File: src/rtl/sws_pkg.sv
package sws_pkg;
  localparam int CNT_W  = 6;
  localparam int TICK_W = CNT_W + 2;

  typedef logic [CNT_W-1:0]  cnt_t;
  typedef logic [TICK_W-1:0] tick_t;

  typedef struct packed {
    cnt_t setup;
    cnt_t pulse;
    cnt_t hold;
  } win_cfg_t;

  localparam int CS_IDX = 0;
  localparam int WE_IDX = 1;
  localparam int N_STROBE = 2;

  function automatic tick_t pulse_len(input cnt_t p);
    return (p == '0) ? tick_t'(1) : tick_t'(p);
  endfunction

  function automatic tick_t pulse_first(input win_cfg_t c);
    return tick_t'(c.setup);
  endfunction

  // exclusive end of the pulse
  function automatic tick_t pulse_stop(input win_cfg_t c);
    return pulse_first(c) + pulse_len(c.pulse);
  endfunction

  function automatic tick_t window_len(input win_cfg_t c);
    return pulse_stop(c) + tick_t'(c.hold);
  endfunction

  function automatic tick_t tick_max(input tick_t a, input tick_t b);
    return (a > b) ? a : b;
  endfunction
endpackage

File: src/rtl/sws_sync.sv
module sws_sync #(
  parameter int STAGES = 2
) (
  input  logic clk,
  input  logic rst_n,
  input  logic d_i,
  output logic q_o
);
  // STAGES must be 2 or more; the chain resets to the idle (high) level
  logic [STAGES-1:0] chain_q;

  always_ff @(posedge clk or negedge rst_n) begin
    if (!rst_n) chain_q <= '1;
    else        chain_q <= {chain_q[STAGES-2:0], d_i};
  end

  assign q_o = chain_q[STAGES-1];
endmodule

File: src/rtl/sws_strobe_win.sv
module sws_strobe_win
  import sws_pkg::*;
(
  input  tick_t    tick_i,
  input  win_cfg_t cfg_i,
  output logic     on_o,
  output logic     last_o,
  output tick_t    len_o
);
  tick_t first_t, stop_t;

  always_comb begin
    first_t = pulse_first(cfg_i);
    stop_t  = pulse_stop(cfg_i);
    on_o    = (tick_i >= first_t) && (tick_i < stop_t);
    last_o  = (tick_i == stop_t - tick_t'(1));
    len_o   = window_len(cfg_i);
  end
endmodule

File: src/rtl/sws_write_seq.sv
module sws_write_seq
  import sws_pkg::*;
#(
  parameter int ADDR_W      = 24,
  parameter int DATA_W      = 32,
  parameter int SYNC_STAGES = 2,
  localparam int BE_W       = DATA_W / 8
) (
  input  logic              clk,
  input  logic              rst_n,
  input  logic              req_valid,
  input  logic [ADDR_W-1:0] req_addr,
  input  logic [BE_W-1:0]   req_be,
  input  logic [DATA_W-1:0] req_data,
  output logic              req_ack,
  input  logic [CNT_W-1:0]  cfg_cs_setup,
  input  logic [CNT_W-1:0]  cfg_cs_pulse,
  input  logic [CNT_W-1:0]  cfg_cs_hold,
  input  logic [CNT_W-1:0]  cfg_we_setup,
  input  logic [CNT_W-1:0]  cfg_we_pulse,
  input  logic [CNT_W-1:0]  cfg_we_hold,
  input  logic              cfg_ready_en,
  input  logic              cfg_we_ctrl,
  input  logic              ext_wait_n,
  output logic              ext_cs_n,
  output logic              ext_we_n,
  output logic [ADDR_W-1:0] ext_addr,
  output logic [BE_W-1:0]   ext_be_n,
  output logic [DATA_W-1:0] ext_data
);
  // captured request state
  logic              busy_q;
  tick_t             tick_q;
  win_cfg_t          win_q [N_STROBE];
  logic              ready_q, we_ctrl_q;
  logic [ADDR_W-1:0] addr_q;
  logic [BE_W-1:0]   be_q;
  logic [DATA_W-1:0] data_q;

  // named internal events
  logic                win_on   [N_STROBE];
  logic                win_last [N_STROBE];
  tick_t               win_len  [N_STROBE];
  tick_t               end_tick, tick_last;
  logic                wait_sync_n, wait_seen;
  logic                accept, sample_hit, hold_now, at_end, step;

  sws_sync #(.STAGES(SYNC_STAGES)) u_wait_sync (
    .clk  (clk),
    .rst_n(rst_n),
    .d_i  (ext_wait_n),
    .q_o  (wait_sync_n)
  );

  for (genvar g = 0; g < N_STROBE; g++) begin : g_win
    sws_strobe_win u_win (
      .tick_i(tick_q),
      .cfg_i (win_q[g]),
      .on_o  (win_on[g]),
      .last_o(win_last[g]),
      .len_o (win_len[g])
    );
  end

  always_comb begin
    accept     = req_valid && !busy_q;
    end_tick   = tick_max(win_len[CS_IDX], win_len[WE_IDX]);
    tick_last  = end_tick - tick_t'(1);
    wait_seen  = !wait_sync_n;
    sample_hit = busy_q && (we_ctrl_q ? win_last[WE_IDX] : win_last[CS_IDX]);
    hold_now   = sample_hit && ready_q && wait_seen;
    at_end     = busy_q && (tick_q == tick_last);
    step       = busy_q && !hold_now;
  end

  always_ff @(posedge clk or negedge rst_n) begin
    if (!rst_n) begin
      busy_q    <= 1'b0;
      tick_q    <= '0;
      ready_q   <= 1'b0;
      we_ctrl_q <= 1'b0;
      addr_q    <= '0;
      be_q      <= '0;
      data_q    <= '0;
      for (int i = 0; i < N_STROBE; i++) win_q[i] <= '0;
    end else if (accept) begin
      busy_q        <= 1'b1;
      tick_q        <= '0;
      ready_q       <= cfg_ready_en;
      we_ctrl_q     <= cfg_we_ctrl;
      addr_q        <= req_addr;
      be_q          <= req_be;
      data_q        <= req_data;
      win_q[CS_IDX] <= '{setup: cfg_cs_setup, pulse: cfg_cs_pulse, hold: cfg_cs_hold};
      win_q[WE_IDX] <= '{setup: cfg_we_setup, pulse: cfg_we_pulse, hold: cfg_we_hold};
    end else if (step) begin
      if (at_end) busy_q <= 1'b0;
      else        tick_q <= tick_q + tick_t'(1);
    end
  end

  assign req_ack  = at_end && !hold_now;
  assign ext_cs_n = !(busy_q && win_on[CS_IDX]);
  assign ext_we_n = !(busy_q && win_on[WE_IDX]);
  assign ext_addr = addr_q;
  assign ext_data = data_q;
  assign ext_be_n = busy_q ? ~be_q : '1;

  // strobes stay released while no access runs
  p_idle_strobes_r1: assert property (@(posedge clk) disable iff (!rst_n)
    !busy_q |-> (ext_cs_n && ext_we_n && !req_ack));

  // bus values do not move during an access
  p_bus_stable_r2: assert property (@(posedge clk) disable iff (!rst_n)
    (busy_q && $past(busy_q)) |-> ($stable(ext_addr) && $stable(ext_data) && $stable(ext_be_n)));

  // acknowledge is a single-cycle pulse that ends the access
  p_ack_single_r6: assert property (@(posedge clk) disable iff (!rst_n)
    req_ack |=> (!req_ack && !busy_q));

  // a frozen cycle keeps both strobes where they were
  p_freeze_hold_r8: assert property (@(posedge clk) disable iff (!rst_n)
    hold_now |=> ($stable(ext_cs_n) && $stable(ext_we_n) && busy_q));

  // the access position does not advance while frozen
  p_freeze_tick_r9: assert property (@(posedge clk) disable iff (!rst_n)
    (hold_now && !accept) |=> (tick_q == $past(tick_q)));
endmodule

File: config.mk
export PLATFORM = sky130hd
export DESIGN_NAME = sws_write_seq
export DESIGN_NICKNAME = d
export VERILOG_FILES = /design/src/rtl/sws_pkg.sv /design/src/rtl/sws_sync.sv /design/src/rtl/sws_strobe_win.sv /design/src/rtl/sws_write_seq.sv
export SDC_FILE = /design/constraint.sdc
export NUM_CORES = 1
export LEC_CHECK = 0
export BUFFER_PORTS_ARGS = -buffer_cell sky130_fd_sc_hd__buf_2
export CELL_PAD_IN_SITES_DETAIL_PLACEMENT = 1
export CELL_PAD_IN_SITES_GLOBAL_PLACEMENT = 1
export CORE_MARGIN = 2
export CORE_UTILIZATION = 40
export DETAILED_ROUTE_END_ITERATION = 16
export GPL_TIMING_DRIVEN = 1
export HOLD_SLACK_MARGIN = 0.08
export PLACE_DENSITY_LB_ADDON = 0.08
export SLEW_MARGIN = 5
export SYNTH_ARGS = -nofsm -noshare
export SYNTH_HDL_FRONTEND = slang
export SYNTH_HIERARCHICAL = 1
export SYNTH_SLANG_ARGS = --single-unit
File: constraint.sdc
create_clock -name clk -period 20.3 [get_ports clk]
set_input_delay 3.045 -clock clk [delete_from_list [all_inputs] [get_ports clk]]
set_output_delay 3.045 -clock clk [all_outputs]
set_load 0.02 [all_outputs]
==> results.py, run 1 <==
metrics = {
    "global_route": {
        "grt_busiest_layer": "met2",
        "grt_max_degree": 93,
        "grt_pass1_vias": 6893,
        "grt_util_met2_pct": 37.1,
        "overflow": 0,
        "antenna_found_initial": 1,
        "track_usage_pct": 22.0,
        "use_met3_pct": 6.73,
        "use_met1_pct": 27.8,
        "grt_pass1_wl_um": 34700,
    },
    "detailed_routing": {
        "num_vias": 6358,
        "remaining_drc_errors": 0,
        "drtAntennaViolNets": 0,
        "routed_via_density": 5.11,
        "drt-total-wl_um": 20400,
        "drtIter0Drc": 210,
        "wl_per_cell_um": 16.4,
        "first_pass_iters": 4,
    },
    "setup_path": {
        "critPathTopFamily": "simple AND/OR/NAND/NOR gates",
        "crit_top_cell": "ha_1",
        "cp-end-kind": "output port",
        "worstSetupStartpointType": "register",
        "critPathMaxFanout": 14,
        "path_class": "register to output port",
        "cp_data_arrival_time_ns": 6.78,
        "max_stage_delay_ns": 0.52,
        "crit_buf_inv": 3,
        "required_ns": 17.26,
        "rrSetupSlack_ns": 13.72,
        "cp_slowest_cell": "or4_1",
    },
    "timing": {
        "fin_crit_ns": 9.82,
        "tightest_slew_ns": 0.955,
        "slew_headroom_pct": 36.4,
        "tns_ns": 0,
        "hold_violations": 0,
        "slew_viol_final": 0,
        "setup_viol": 0,
        "clock-skew-final_ns": 0.0114,
        "period_share_pct": 48.4,
        "rsz0062_at_grt": "false",
        "clock.fmax_mhz": 102,
        "hold_slack_ns": 0.357,
    },
    "clocking": {
        "cts-resized-gates": 0,
        "holdBufCountCts": 0,
        "cts_tree": "built",
        "clkSinkCount": 109,
        "htreeDepth": 3,
        "ctsLongestPathBuffers": 2,
        "cts_setup_buffers": 0,
        "clk_pin_slew_ns": 0.08,
        "clk_latency_ns": 0.37,
        "cts_root_buf": "clkbuf_16",
        "tritoncts.num_buffers": 9,
    },
    "placement": {
        "dp_cells": 1227,
        "hpwl_um": 15400,
        "port-buffer-count": 164,
        "finalWeightedCongestion": 0.850,
        "dpl_cell_area_um2": 8320,
    },
    "logic_synthesis": {
        "syn_area_um2": 7300,
        "yosys_warnings": 6,
        "ys_seq_elements": 109,
        "avgSynthCellArea_um2": 8.48,
        "yosys.cell_types.count": 85,
        "async_reset_ff_share_pct": 100,
        "syn_inst": 861,
        "ys_seq_area_share_pct": 37.4,
        "synth-main-ff-cell": "dfrtp_1",
        "synth_nets": 1027,
        "synth_edf_count": 0,
    },
    "cells_and_area": {
        "syn_to_final_growth_pct": 18.1,
        "drive_gt1_share_pct": 22.8,
        "finalInstanceArea_um2": 8620,
        "nets": 1175,
        "final_cells": 1244,
        "fill_cells": 2214,
    },
    "job": {
        "drv_cap": 0,
    },
    "die": {
        "ios": 165,
        "core_um2": 17900,
        "die_x_um": 139,
        "start_util_pct": 40.8,
        "rows": 49,
        "dieArea_um2": 19300,
        "die_y_um": 139,
    },
    "status": {
        "status": "complete, no violations",
    },
    "hold_path": {
        "hp-class": "register to register",
    },
}
[final cells by class]
cell class / count / area (um^2) / area share, %
Tap cell: 229 / 287 / 3.32
Sequential cell: 109 / 2730 / 31.7
Timing Repair Buffer: 167 / 846 / 9.81
Clock inverter: 7 / 75.1 / 0.871
Multi-Input combinational cell: 675 / 4280 / 49.6
Clock buffer: 9 / 225 / 2.61
Inverter: 47 / 179 / 2.08
Antenna cell: 1 / 2.50 / 0.0290
[state kept, by name, summed over array words and instances (netlist names)]
register	flops
ext_data	32
tick_q	8
be_q	4
ready_q	1
busy_q	1
win_q	36
ext_addr	24
u_wait_sync/chain_q	2
we_ctrl_q	1
[synthesized netlist by cell type (5+ instances only)]
master      n  area share (%)
nor2_1     32             1.6
a21o_1     11             1.1
ha_1       60              10
o21bai_1    7            0.72
or4_1       6            0.62
dfrtp_1   107              37
nand3_1    13            0.89
nor3_1     12            0.82
nor4_1      5            0.43
inv_1      44             2.3
a21oi_1    24             1.6
nor2b_1    10            0.86
nand2_1   322              17
nand2b_1    5            0.43
o21ai_0    12            0.82
xor2_1      5            0.60
clkbuf_1   27             1.4
mux2i_1     6            0.82
o21a_1     11             1.1
nand4_1     5            0.43
xnor2_1    37             4.4
[worst paths after layout]
path	startpoint	endpoint	depth (start not counted)
worst max-delay path	win_q[11]	req_ack	27
worst min-delay path	u_wait_sync/chain_q[0]	u_wait_sync/chain_q[1]	0
worst max register to register	win_q[11]	tick_q[0]	27
worst min register to register	u_wait_sync/chain_q[0]	u_wait_sync/chain_q[1]	0
max in group asynchronous	rst_n	win_q[24]	2
min in group asynchronous	rst_n	ext_data[29]	1
[metrics by stage]
step                util (%)  setup WS, ns
finish                  48.2         10.48
detailed placement      46.5         10.84
floorplan                  -         11.67
global route            48.1          9.83
CTS                     48.1         10.43
global placement        46.5         11.06
[cell usage in the layout, fill, tap and decap left out, types with 11 or more instances in the layout]
master   instances
nor3_1          12
nor2_1          32
a21o_1          11
o21a_1          11
ha_1            60
buf_2          163
o21ai_0         12
a21oi_1         24
dfrtp_1        107
inv_1           44
nand2_1        322
xnor2_1         37
nand3_1         13
[logic make-up after synthesis]
group	after synthesis	share of synthesized area [%]
flip-flops	109	37.4
adder cells (fa/ha/maj)	65	11.5
AO/OA/AOI/OAI	112	12.5
XOR/XNOR	45	5.88
buffers and inverters	77	4.20
multiplexers	7	1.03
AND/OR/NAND/NOR	446	27.4
[routing by layer]
layer	vias up	routed length, um
li1	3158	-
met1	3067	9300
met2	116	9520
met3	15	1350
met4	2	230
met5	-	16
Power of run 1 is left out: the tool's default activity adds up to more than one toggle a clock period on the data nets, which glitch-free logic cannot reach.
==> run 2, diff against run 1 <==
- clock period: 20.3 -> 9.7 ns (I/O delays scaled with it)
==> results.py, run 2 (synthesized netlist as in run 1, its figures left out) <==
metrics = {
    "global_route": {
        "grt_max_degree": 93,
        "track_usage_pct": 21.8,
        "grt_pass1_wl_um": 34500,
        "grt_pass1_vias": 6878,
        "overflow": 0,
        "antenna_found_initial": 2,
    },
    "clocking": {
        "tritoncts.num_buffers": 9,
        "clkSinkCount": 109,
        "htreeDepth": 3,
        "cts_root_buf": "clkbuf_16",
        "cts_tree": "built",
        "cts_setup_buffers": 0,
        "cts-resized-gates": 0,
        "holdBufCountCts": 0,
        "clk_pin_slew_ns": 0.08,
        "ctsLongestPathBuffers": 2,
        "clk_latency_ns": 0.36,
    },
    "die": {
        "die_x_um": 139,
        "ios": 165,
        "rows": 49,
        "die_y_um": 139,
        "dieArea_um2": 19300,
        "start_util_pct": 40.8,
        "core_um2": 17900,
    },
    "hold_path": {
        "worstHoldPathCells": 0,
        "hp-class": "register to register",
    },
    "placement": {
        "port-buffer-count": 164,
        "hpwl_um": 15300,
        "finalWeightedCongestion": 0.850,
        "pre_cts_ws_ns": 1.86,
        "dpl_cell_area_um2": 8320,
    },
    "setup_path": {
        "rrSetupSlack_ns": 3.08,
        "cp-end-kind": "output port",
        "required_ns": 8.25,
        "path_class": "register to output port",
        "critPathMaxFanout": 14,
        "cp_data_arrival_time_ns": 6.81,
        "reg2reg_depth": 27,
        "worstSetupStartpointType": "register",
    },
    "timing": {
        "setup_viol": 0,
        "hold_violations": 0,
        "fin_crit_ns": 8.26,
        "tns_ns": 0,
        "slew_viol_final": 0,
        "slew_headroom_pct": 37.6,
        "tightest_slew_ns": 0.936,
        "fin_ws_ns": 1.44,
        "period_share_pct": 85.2,
        "clock-skew-final_ns": 0.00500,
        "rsz0062_at_grt": "false",
        "clock.fmax_mhz": 121,
    },
    "cells_and_area": {
        "regMostFlops": "win_q",
        "final_cell_mix": "nand2_1 (322), buf_2 (163), dfrtp_1 (107), ha_1 (60), inv_1 (44)",
        "drive_gt1_share_pct": 22.8,
        "nets": 1175,
        "finalInstanceArea_um2": 8660,
        "syn_to_final_growth_pct": 18.7,
        "layout_commonest_cell": "nand2_1",
        "largest_reg_flops": 36,
    },
    "detailed_routing": {
        "num_vias": 6381,
        "wl_per_cell_um": 16.5,
        "remaining_drc_errors": 0,
        "routed_via_density": 5.13,
        "first_pass_iters": 4,
        "drtIter0Drc": 217,
        "drt-total-wl_um": 20500,
        "drtAntennaViolNets": 0,
    },
    "job": {
        "drv_cap": 0,
    },
    "status": {
        "status": "complete, no violations",
    },
}
## run 2: changes by cell type in the layout (fill, tap and decap cells not counted)
| cell | before | now |
|---|---|---|
| bufinv_16 | 0 | 2 |
| clkbuf_8 | 0 | 1 |
| clkinv_2 | 1 | 0 |
| clkinvlp_4 | 0 | 1 |
| inv_12 | 1 | 0 |
| inv_6 | 3 | 1 |
## run 2: worst max-delay path, stage by stage (launching register included)
cell,delay (ns)
dfrtp_1,0.40
or4_1,0.52
o21bai_1,0.14
ha_1,0.21
fa_1,0.23
xnor2_1,0.28
inv_1,0.16
ha_1,0.35
a21o_1,0.19
a21oi_1,0.21
o21bai_1,0.08
a21oi_1,0.17
xnor2_1,0.18
inv_1,0.12
ha_1,0.35
nand4_4,0.21
nand2b_4,0.21
and2_4,0.16
nor2_8,0.15
mux2i_1,0.27
ha_1,0.26
o311a_1,0.19
o211ai_1,0.11
xnor2_1,0.24
nand4_2,0.15
nor4_4,0.51
and2b_1,0.23
buf_2,0.18
## run 2: per-stage QoR
stage          std cells  util, %  hold slack (ns)
2_1_floorplan        861        -            0.345
3_3_place_gp        1227     46.5            0.348
3_5_place_dp        1227     46.5            0.347
4_1_cts             1243     48.4            0.358
5_1_grt             1244     48.4            0.369
6_report            1244     48.4            0.366
## run 2: routing by layer
layer	vias to the layer above	global-route usage, %	share of wire (%)
met1	3075	27.7	45
met5	-	0	0.093
met4	2	5.26	1.4
met3	18	7.01	7.2
met2	125	36.2	46
li1	3161	-	-
## run 2: final timing paths
kind | from | to
min | u_wait_sync/chain_q[0] | u_wait_sync/chain_q[1]
max | win_q[11] | req_ack
min reg2reg | u_wait_sync/chain_q[0] | u_wait_sync/chain_q[1]
max reg2reg | win_q[11] | tick_q[0]
max in group asynchronous | rst_n | win_q[24]
min in group asynchronous | rst_n | ext_data[29]
## run 2: layout make-up
cell class | instances | area [um^2]
Antenna cell | 1 | 2.50
Clock buffer | 10 | 239
Clock inverter | 6 | 104
Fill cell | 2227 | 9240
Inverter | 47 | 179
Multi-Input combinational cell | 675 | 4280
Sequential cell | 109 | 2730
Tap cell | 229 | 287
Timing Repair Buffer | 167 | 846
Power of run 2 is left out for the same reason.
==> run 3, diff against run 2 <==
- CORE_UTILIZATION: 40 -> 37
- clock period: 9.7 -> 6.75 ns (I/O delays scaled with it)
==> results.py, run 3 (synthesized netlist as in run 1, its figures left out) <==
metrics = {
    "clocking": {
        "cts_root_buf": "clkbuf_16",
        "holdBufCountCts": 0,
        "tritoncts.num_buffers": 9,
        "clkSinkCount": 109,
        "ctsLongestPathBuffers": 2,
        "clk_pin_slew_ns": 0.09,
        "cts_tree": "built",
        "clk_latency_ns": 0.36,
        "htreeDepth": 3,
    },
    "cells_and_area": {
        "seq_area_um2": 2730,
        "regMostFlops": "win_q",
        "syn_to_final_growth_pct": 28.5,
        "fill_cells": 2364,
        "finalInstanceArea_um2": 9380,
        "nets": 1232,
        "final_cell_mix": "nand2_1 (322), buf_2 (162), dfrtp_1 (107), buf_4 (59), ha_1 (48)",
        "layout_commonest_cell": "nand2_1",
        "largest_reg_flops": 36,
        "diodes": 0,
        "drive_gt1_share_pct": 30.3,
        "multi_input_area_um2": 4530,
    },
    "global_route": {
        "grt_max_degree": 84,
        "overflow": 0,
        "antenna_found_initial": 1,
        "grt_pass1_wl_um": 36000,
        "track_usage_pct": 22.0,
        "grt_pass1_vias": 7052,
    },
    "setup_path": {
        "critPathMaxFanout": 3,
        "path_class": "register to output port",
        "worstSetupStartpointType": "register",
        "required_ns": 5.74,
        "cp-end-kind": "output port",
        "cp_data_arrival_time_ns": 5.94,
    },
    "die": {
        "rows": 51,
        "dieArea_um2": 20900,
        "die_x_um": 144,
        "start_util_pct": 37.6,
        "ios": 165,
        "die_y_um": 144,
        "core_um2": 19400,
    },
    "timing": {
        "fin_ws_ns": -0.201,
        "slew_viol_final": 0,
        "slew_headroom_pct": 40.3,
        "hold_violations": 0,
        "hold_slack_ns": 0.360,
        "clock.fmax_mhz": 144,
        "clock-skew-final_ns": 0.00593,
        "fin_crit_ns": 6.95,
        "rsz0062_at_grt": "true",
        "tightest_slew_ns": 0.895,
        "setup_viol": 1,
        "period_share_pct": 103,
    },
    "placement": {
        "port-buffer-count": 164,
        "dpl_cell_area_um2": 8680,
        "finalWeightedCongestion": 0.864,
        "hpwl_um": 16300,
    },
    "status": {
        "violations": "negative setup slack",
        "status": "complete, but fails checks",
    },
    "hold_path": {
        "hp-class": "register to register",
    },
    "detailed_routing": {
        "wl_per_cell_um": 16.8,
        "num_vias": 6680,
        "remaining_drc_errors": 0,
        "drtAntennaViolNets": 0,
        "routed_via_density": 5.00,
        "drt-total-wl_um": 22400,
        "drtIter0Drc": 178,
        "first_pass_iters": 4,
    },
    "job": {
        "drv_cap": 0,
    },
}
==> run 3: cell count changes in the layout (fill, tap and decap cells not counted), sizes merged <==
| cell | before | now |
|---|---|---|
| clkbuf | 10 | 9 |
| diode | 1 | 0 |
| bufinv | 2 | 0 |
| inv | 49 | 52 |
| clkinv | 1 | 2 |
| clkinvlp | 1 | 0 |
| buf | 167 | 224 |
==> run 3: cell type report <==
| class | instances | area share (%) |
|---|---|---|
| Inverter | 47 | 1.91 |
| Timing Repair Buffer | 224 | 13.7 |
| Sequential cell | 109 | 29.1 |
| Tap cell | 265 | 3.54 |
| Clock buffer | 9 | 2.40 |
| Clock inverter | 7 | 1.03 |
| Multi-Input combinational cell | 675 | 48.3 |
==> run 3: routing by layer <==
layer  global-route usage, %  share of wire, %
met5                       0             0.071
met4                    4.55               1.6
met3                    6.85               6.6
met2                    36.5                47
met1                    28.4                44
==> run 3: metrics by stage <==
stage,cells,setup TNS (ns),util (%),worst slack (ns)
3_5_place_dp,1305,-0.162,44.7,-0.162
3_3_place_gp,1305,0,44.7,0.000270
2_1_floorplan,861,0,-,0.156
6_report,1336,-0.201,48.3,-0.201
4_1_cts,1332,-0.103,47.8,-0.103
5_1_grt,1336,-0.534,48.3,-0.534
==> run 3: what timing repair did <==
item / 4_1_cts / 5_1_grt
pin swaps: 27 / 20
gates resized for setup: 34 / 14
setup endpoints to repair: 1 / 1
setup buffers: 11 / 4
==> run 3: final timing paths <==
kind / startpoint / to / slack [ns] / cells past startpoint
setup / recovery: win_q[11] / req_ack / -0.20 / 26
hold / removal: u_wait_sync/chain_q[0] / u_wait_sync/chain_q[1] / 0.36 / 0
setup reg to reg: win_q[11] / tick_q[7] / 0.74 / 28
hold reg to reg: u_wait_sync/chain_q[0] / u_wait_sync/chain_q[1] / 0.36 / 0
max in group asynchronous: rst_n / win_q[26] / 4.83 / 2
min in group asynchronous: rst_n / ext_addr[12] / 0.68 / 1
==> run 3: worst max-delay path, cell delays in order (launching register included) <==
cell	delay, ns
dfrtp_1	0.38
or4_1	0.51
o21bai_1	0.15
ha_2	0.21
fa_2	0.49
fa_2	0.36
a21o_1	0.17
a21oi_2	0.15
o21bai_1	0.08
a21oi_1	0.18
xnor2_1	0.18
inv_2	0.09
ha_4	0.30
nand4_4	0.13
nand2b_4	0.18
and2_4	0.18
nor2_8	0.09
mux2i_2	0.22
ha_2	0.23
buf_6	0.09
o311a_1	0.14
o211ai_1	0.09
xnor2_1	0.23
nand4_2	0.15
nor4_4	0.25
and2b_2	0.23
buf_6	0.12
Power of run 3 is left out for the same reason.
